==> config.mk <==
export PLATFORM = sky130hd
export DESIGN_NAME = rxword_gate
export DESIGN_NICKNAME = d
export VERILOG_FILES = /design/src/rtl/rxword_gate_pkg.sv /design/src/rtl/rxw_label_table.sv /design/src/rtl/rxw_word_eval.sv /design/src/rtl/rxw_fifo.sv /design/src/rtl/rxword_gate.sv
export SDC_FILE = /design/constraint.sdc
export NUM_CORES = 1
export LEC_CHECK = 0
export BUFFER_PORTS_ARGS = -buffer_cell sky130_fd_sc_hd__buf_2
export CAP_MARGIN = 20
export CORE_MARGIN = 4
export CORE_UTILIZATION = 50
export DETAILED_ROUTE_END_ITERATION = 6
export GPL_ROUTABILITY_DRIVEN = 0
export GPL_TIMING_DRIVEN = 0
export PLACE_DENSITY = 0.66
export SLEW_MARGIN = 30
export SYNTH_ARGS = -nofsm -noshare
export SYNTH_HDL_FRONTEND = slang
export SYNTH_SLANG_ARGS = --single-unit
==> constraint.sdc <==
create_clock -name clk -period 3.7 [get_ports clk]
set_clock_uncertainty 0.15 [all_clocks]
set_input_delay 0.74 -clock clk [delete_from_list [all_inputs] [get_ports clk]]
set_output_delay 0.74 -clock clk [all_outputs]
set_load 0.005 [all_outputs]
==> src/rtl/rxword_gate_pkg.sv <==
package rxword_gate_pkg;
    // Word format: fixed by the line protocol
    localparam int WORD_W  = 32;
    localparam int LBL_W   = 8;
    localparam int SD_LSB  = 8;   // bit 9 on the wire
    localparam int FLAG_IX = 31;  // bit 32 on the wire

    typedef logic [WORD_W-1:0] word_t;
    typedef logic [LBL_W-1:0]  label_t;

    typedef struct packed {
        logic  push;
        word_t word;
    } eval_st_t;
endpackage

==> src/rtl/rxw_label_table.sv <==
module rxw_label_table
    import rxword_gate_pkg::*;
#(
    parameter int N_ENT = 16,
    localparam int AW = $clog2(N_ENT)
) (
    input  logic          clk,
    input  logic          rst_n,
    input  logic          we,
    input  logic [AW-1:0] waddr,
    input  label_t        wdata,
    input  label_t        lbl_in,
    output logic          hit
);
    typedef struct packed {
        logic [N_ENT-1:0]            vld;
        logic [N_ENT-1:0][LBL_W-1:0] lbl;
    } tbl_t;

    tbl_t tbl_d, tbl_q;
    logic [N_ENT-1:0] hit_vec;

    always_comb begin
        tbl_d = tbl_q;
        if (we) begin
            tbl_d.vld[waddr] = 1'b1;
            tbl_d.lbl[waddr] = wdata;
        end
    end

    always_ff @(posedge clk) begin
        if (!rst_n) tbl_q <= '0;
        else        tbl_q <= tbl_d;
    end

    for (genvar i = 0; i < N_ENT; i++) begin : g_cmp
        assign hit_vec[i] = tbl_q.vld[i] && (tbl_q.lbl[i] == lbl_in);
    end

    assign hit = |hit_vec;
endmodule

==> src/rtl/rxw_word_eval.sv <==
module rxw_word_eval
    import rxword_gate_pkg::*;
(
    input  logic       clk,
    input  logic       rst_n,
    input  logic       eos,
    input  word_t      rx_word,
    input  logic       sd_chk_en,
    input  logic [1:0] sd_want,
    input  logic       lbl_chk_en,
    input  logic       lbl_hit,
    output logic       push,
    output word_t      push_word
);
    eval_st_t st_d, st_q;
    logic odd_ones, sd_ok, lbl_ok;

    always_comb begin
        odd_ones = ^rx_word;
        sd_ok    = !sd_chk_en || (rx_word[SD_LSB +: 2] == sd_want);
        lbl_ok   = !lbl_chk_en || lbl_hit;
        st_d     = st_q;
        st_d.push = eos && sd_ok && lbl_ok;
        if (eos) begin
            st_d.word          = rx_word;
            st_d.word[FLAG_IX] = ~odd_ones;
        end
    end

    always_ff @(posedge clk) begin
        if (!rst_n) st_q <= '0;
        else        st_q <= st_d;
    end

    assign push      = st_q.push;
    assign push_word = st_q.word;
endmodule

==> src/rtl/rxw_fifo.sv <==
module rxw_fifo
    import rxword_gate_pkg::*;
#(
    parameter int DEPTH = 32,
    localparam int CW = $clog2(DEPTH + 1),
    localparam int PW = $clog2(DEPTH)
) (
    input  logic          clk,
    input  logic          rst_n,
    input  logic          push,
    input  word_t         wdata,
    input  logic          pop,
    input  logic          ovf_clr,
    output word_t         head,
    output logic [CW-1:0] count,
    output logic          not_empty,
    output logic          half_full,
    output logic          full,
    output logic          overflow
);
    typedef struct packed {
        logic [PW-1:0] wp;
        logic [PW-1:0] rp;
        logic [CW-1:0] cnt;
        logic          ovf;
    } fifo_st_t;

    localparam logic [CW-1:0] CNT_MAX  = CW'(DEPTH);
    localparam logic [CW-1:0] CNT_HALF = CW'(DEPTH / 2);
    localparam logic [PW-1:0] PTR_LAST = PW'(DEPTH - 1);

    fifo_st_t st_d, st_q;
    word_t    mem [DEPTH];
    logic     do_push, do_pop, is_full;

    always_comb begin
        is_full = (st_q.cnt == CNT_MAX);
        do_push = push && !is_full;
        do_pop  = pop && (st_q.cnt != '0);
        st_d    = st_q;
        if (do_push) st_d.wp = (st_q.wp == PTR_LAST) ? '0 : st_q.wp + 1'b1;
        if (do_pop)  st_d.rp = (st_q.rp == PTR_LAST) ? '0 : st_q.rp + 1'b1;
        if (do_push && !do_pop)      st_d.cnt = st_q.cnt + 1'b1;
        else if (do_pop && !do_push) st_d.cnt = st_q.cnt - 1'b1;
        if (push && is_full) st_d.ovf = 1'b1;
        else if (ovf_clr)    st_d.ovf = 1'b0;
    end

    always_ff @(posedge clk) begin
        if (!rst_n) st_q <= '0;
        else        st_q <= st_d;
    end

    always_ff @(posedge clk) begin
        if (do_push) mem[st_q.wp] <= wdata;
    end

    assign head      = mem[st_q.rp];
    assign count     = st_q.cnt;
    assign not_empty = (st_q.cnt != '0);
    assign half_full = (st_q.cnt >= CNT_HALF);
    assign full      = is_full;
    assign overflow  = st_q.ovf;
endmodule

==> src/rtl/rxword_gate.sv <==
module rxword_gate
    import rxword_gate_pkg::*;
#(
    parameter int FIFO_D = 32,
    parameter int TBL_N  = 16,
    localparam int CNT_W  = $clog2(FIFO_D + 1),
    localparam int TBL_AW = $clog2(TBL_N)
) (
    input  logic              clk,
    input  logic              rst_n,
    input  logic              eos,
    input  logic [31:0]       rx_word,
    input  logic              sd_chk_en,
    input  logic [1:0]        sd_want,
    input  logic              lbl_chk_en,
    input  logic              tbl_we,
    input  logic [TBL_AW-1:0] tbl_addr,
    input  logic [7:0]        tbl_data,
    input  logic              ovf_clr,
    input  logic              pop,
    output logic [31:0]       head_word,
    output logic [CNT_W-1:0]  fill_count,
    output logic              not_empty,
    output logic              half_full,
    output logic              full,
    output logic              overflow
);
    logic  lbl_hit;
    logic  push;
    word_t push_word;

    rxw_label_table #(.N_ENT(TBL_N)) u_tbl (
        .clk    (clk),
        .rst_n  (rst_n),
        .we     (tbl_we),
        .waddr  (tbl_addr),
        .wdata  (tbl_data),
        .lbl_in (rx_word[LBL_W-1:0]),
        .hit    (lbl_hit)
    );

    rxw_word_eval u_eval (
        .clk        (clk),
        .rst_n      (rst_n),
        .eos        (eos),
        .rx_word    (rx_word),
        .sd_chk_en  (sd_chk_en),
        .sd_want    (sd_want),
        .lbl_chk_en (lbl_chk_en),
        .lbl_hit    (lbl_hit),
        .push       (push),
        .push_word  (push_word)
    );

    rxw_fifo #(.DEPTH(FIFO_D)) u_fifo (
        .clk       (clk),
        .rst_n     (rst_n),
        .push      (push),
        .wdata     (push_word),
        .pop       (pop),
        .ovf_clr   (ovf_clr),
        .head      (head_word),
        .count     (fill_count),
        .not_empty (not_empty),
        .half_full (half_full),
        .full      (full),
        .overflow  (overflow)
    );
endmodule

==> reports/qor.yml <==
status: "finished with violations"
violations: "negative setup slack"
pwr-share-clk_pct: 35.5
worstPathMaxFanout: 9
slew_headroom_pct: 31.4
io_buffers: 83
postPlaceCellArea_mm2: 0.0525
ir_drop_mv: 0.411
setup_violations: 32
die_w_um: 319
p_sw_mw: 8.19
pwr-share-comb_pct: 18.9
coreArea_mm2: 0.0956
io_pins: 96
hold_path.class: "in2reg"
drive_gt1_share_pct: 30.1
syn-num-nets: 2520
cts.sinks: 1223
vias: 24529
cp.arrival_ns: 3.09
grt_overflow: 0
grt.total_usage_pct: 23.5
critical_path_class: "reg2out"
root_buffer: "clkbuf_16"
design_area_mm2: 0.0575
slew_violations: 0
fmax_mhz: 251
cts.path.max_buffers: 3
antenna_found_initial: 3
intPower_mw: 25.4
utilization_pct: 60.2
cts_buffers: 120
cts_tree: "built"
final_nets: 2806
clk_latency_ns: 0.71
wl_mm: 120
setup-tns-final_ns: -7.47
first_iter_violations: 2460
synth.avg_cell_area_um2: 19.8
via_per_inst: 5.98
tightest_slew_ns: 1.03
grt_pass1_wl_mm: 175
syn_inst: 2452
synth_area_mm2: 0.0485
swShare_pct: 24.4
grt_pass1_vias: 25603
maxCapViolCount: 0
drtAntennaViolNets: 0
die_area_mm2: 0.102
initial_core_util_pct: 50.7
finalHoldViolations: 0
htree_levels: 3
dpl.hpwl_mm: 78.9
leakage_nw: 18.7
p_per_area_mw_per_mm2: 584
drc: 0
die_h_um: 319
power_mw: 33.6
rsz0062_at_grt: "yes"
p_seq_share_pct: 45.6
fin_crit_sh_pct: 108
setup_slack_ns: -0.279
first_pass_iters: 7
ys_ff_latch: 1223
synth-seq-area-share_pct: 71.6
end_kind: "output port"
synthToLayoutAreaGrowth_pct: 18.6
avgRoutedWirePerCell_um: 29.3
clk_pin_slew_ns: 0.06
min_period_ns: 3.98
required_ns: 2.81
grt_start_max_net_pins: 34
ys_types: 42
rows: 113
hold-worst-slack_ns: 0.161
synth_warnings: 0
critPathLaunchType: "flop"
==> flip-flops by register name, summed over array words and instances, names as in the netlist, named ones only <==
signal and cells:
u_eval.push_word 32, u_fifo.overflow 1, u_fifo.mem 1024, u_eval.push 1, u_tbl.tbl_q 144, u_fifo.st_q 10
u_fifo.count 6
==> cell usage in the layout (no fill, tap or decap), types with 9 or more instances in the layout <==
master,instances
nor4_1,13
buf_6,19
mux2i_1,162
buf_16,78
nor3_1,14
a21boi_0,12
nand2_1,20
dfxtp_2,34
xor2_1,79
buf_4,21
bufinv_16,11
clkinv_2,12
ha_1,12
nor2_1,9
nand4_1,16
inv_1,12
clkinv_1,31
clkbuf_4,12
nor2b_1,166
xnor2_1,85
o21ai_0,10
mux2_2,13
clkbuf_16,125
clkbuf_1,79
o21a_1,10
mux2_4,19
clkbuf_8,10
buf_12,22
dfxtp_1,165
mux4_2,320
edfxtp_1,1024
nand3_1,15
buf_2,89
nor2_4,32
==> metal layers <==
metal  GRT usage (%)  wire length (um)
met2            41.3             63500
met3            3.54              6700
met5               0                13
met4            6.05              2940
met1            30.9             47200
==> cell usage after synthesis (all sizes together) <==
cell type	count	share of area [%]
xnor2	85	1.5
nand4	16	0.21
a31oi	4	0.052
nand2b	5	0.064
nor2b	166	2.1
nor4	13	0.17
or3	7	0.090
nor3b	1	0.015
a21o	1	0.015
a21oi	6	0.062
or2	1	0.013
and3	2	0.026
nand3	15	0.15
nor2	45	0.35
clkbuf	77	0.60
mux2i	162	3.3
ha	13	0.34
inv	14	0.11
or4	3	0.046
o21a	10	0.15
and2	6	0.077
nor3	14	0.14
xor2	79	1.4
mux2	32	0.74
fa	1	0.041
edfxtp	1024	63
buf	71	0.89
mux4	320	15
o31ai	2	0.031
o41ai	5	0.090
or3b	2	0.036
nand3b	5	0.077
a21boi	13	0.20
nand2	22	0.18
or4b	1	0.021
o21ai	10	0.10
dfxtp	199	8.2
==> what timing repair did <==
item,in CTS,in global routing
hold buffers,0,0
pin swaps,1,2
gates resized for setup,200,25
setup buffers,5,2
setup endpoints to repair,33,33
gates cloned,7,5
hold endpoints to repair,0,0
==> final timing paths <==
| check | start | to | slack [ns] | cells after the start |
|---|---|---|---|---|
| setup / recovery | flop | head_word[4] | -0.28 | 7 |
| hold / removal | rx_word[24] | u_eval.push_word[24]$_SDFFE_PN0P_ | 0.16 | 3 |
| setup reg to reg | u_fifo.count[1]$_SDFFE_PN0P_ | u_fifo.count[5]$_SDFFE_PN0P_ | 0.19 | 14 |
| hold reg to reg | u_tbl.tbl_q[141]$_SDFFE_PN0P_ | u_tbl.tbl_q[141]$_SDFFE_PN0P_ | 0.31 | 1 |
==> power by group through the flow <==
stage	clock network [mW]	logic, mW	registers [mW]
floorplan	0	3.74	15.5
global placement	0	5.20	15.6
detailed placement	0	5.30	15.6
CTS	12.1	6.25	15.3
global route	12.8	6.72	15.4
finish	11.9	6.35	15.3
==> area by class of cell <==
| cell class | instances | area (um^2) |
|---|---|---|
| Buffer | 147 | 1290 |
| Inverter | 14 | 52.6 |
| Clock buffer | 157 | 3190 |
| Tap cell | 1265 | 1580 |
| Antenna cell | 1 | 2.50 |
| Sequential cell | 1223 | 34800 |
| Fill cell | 6742 | 38000 |
| Timing Repair Buffer | 165 | 2650 |
| Clock inverter | 64 | 654 |
| Multi-Input combinational cell | 1067 | 13400 |
==> worst max-delay path, stage by stage, from the launching register on <==
cell and delay [ns]:
dfxtp_2 0.36, buf_12 0.17, buf_12 0.19, buf_12 0.15, mux4_2 0.54, mux4_2 0.54
mux2_4 0.33, buf_6 0.13
==> through the flow <==
| stage | instances | setup slack [ns] |
|---|---|---|
| CTS | 4097 | -0.344 |
| global placement | 3800 | -1.59 |
| global route | 4102 | -0.357 |
| finish | 4103 | -0.279 |
| detailed placement | 3865 | -0.484 |
| floorplan | 2452 | 0.249 |
==> cells by family (layout without fill, tap and decap cells) <==
logic type | after synthesis | after routing | synth area share [%]
buffers and inverters | 162 | 547 | 1.59
XOR/XNOR | 164 | 164 | 2.96
flip-flops | 1223 | 1223 | 71.6
adder cells (fa/ha/maj) | 14 | 14 | 0.377
other | 0 | 1 | 0
AO/OA/AOI/OAI | 51 | 51 | 0.709
AND/OR/NAND/NOR | 324 | 324 | 3.80
multiplexers | 514 | 514 | 18.9
Note: power is estimated with default switching activity, not from simulation.
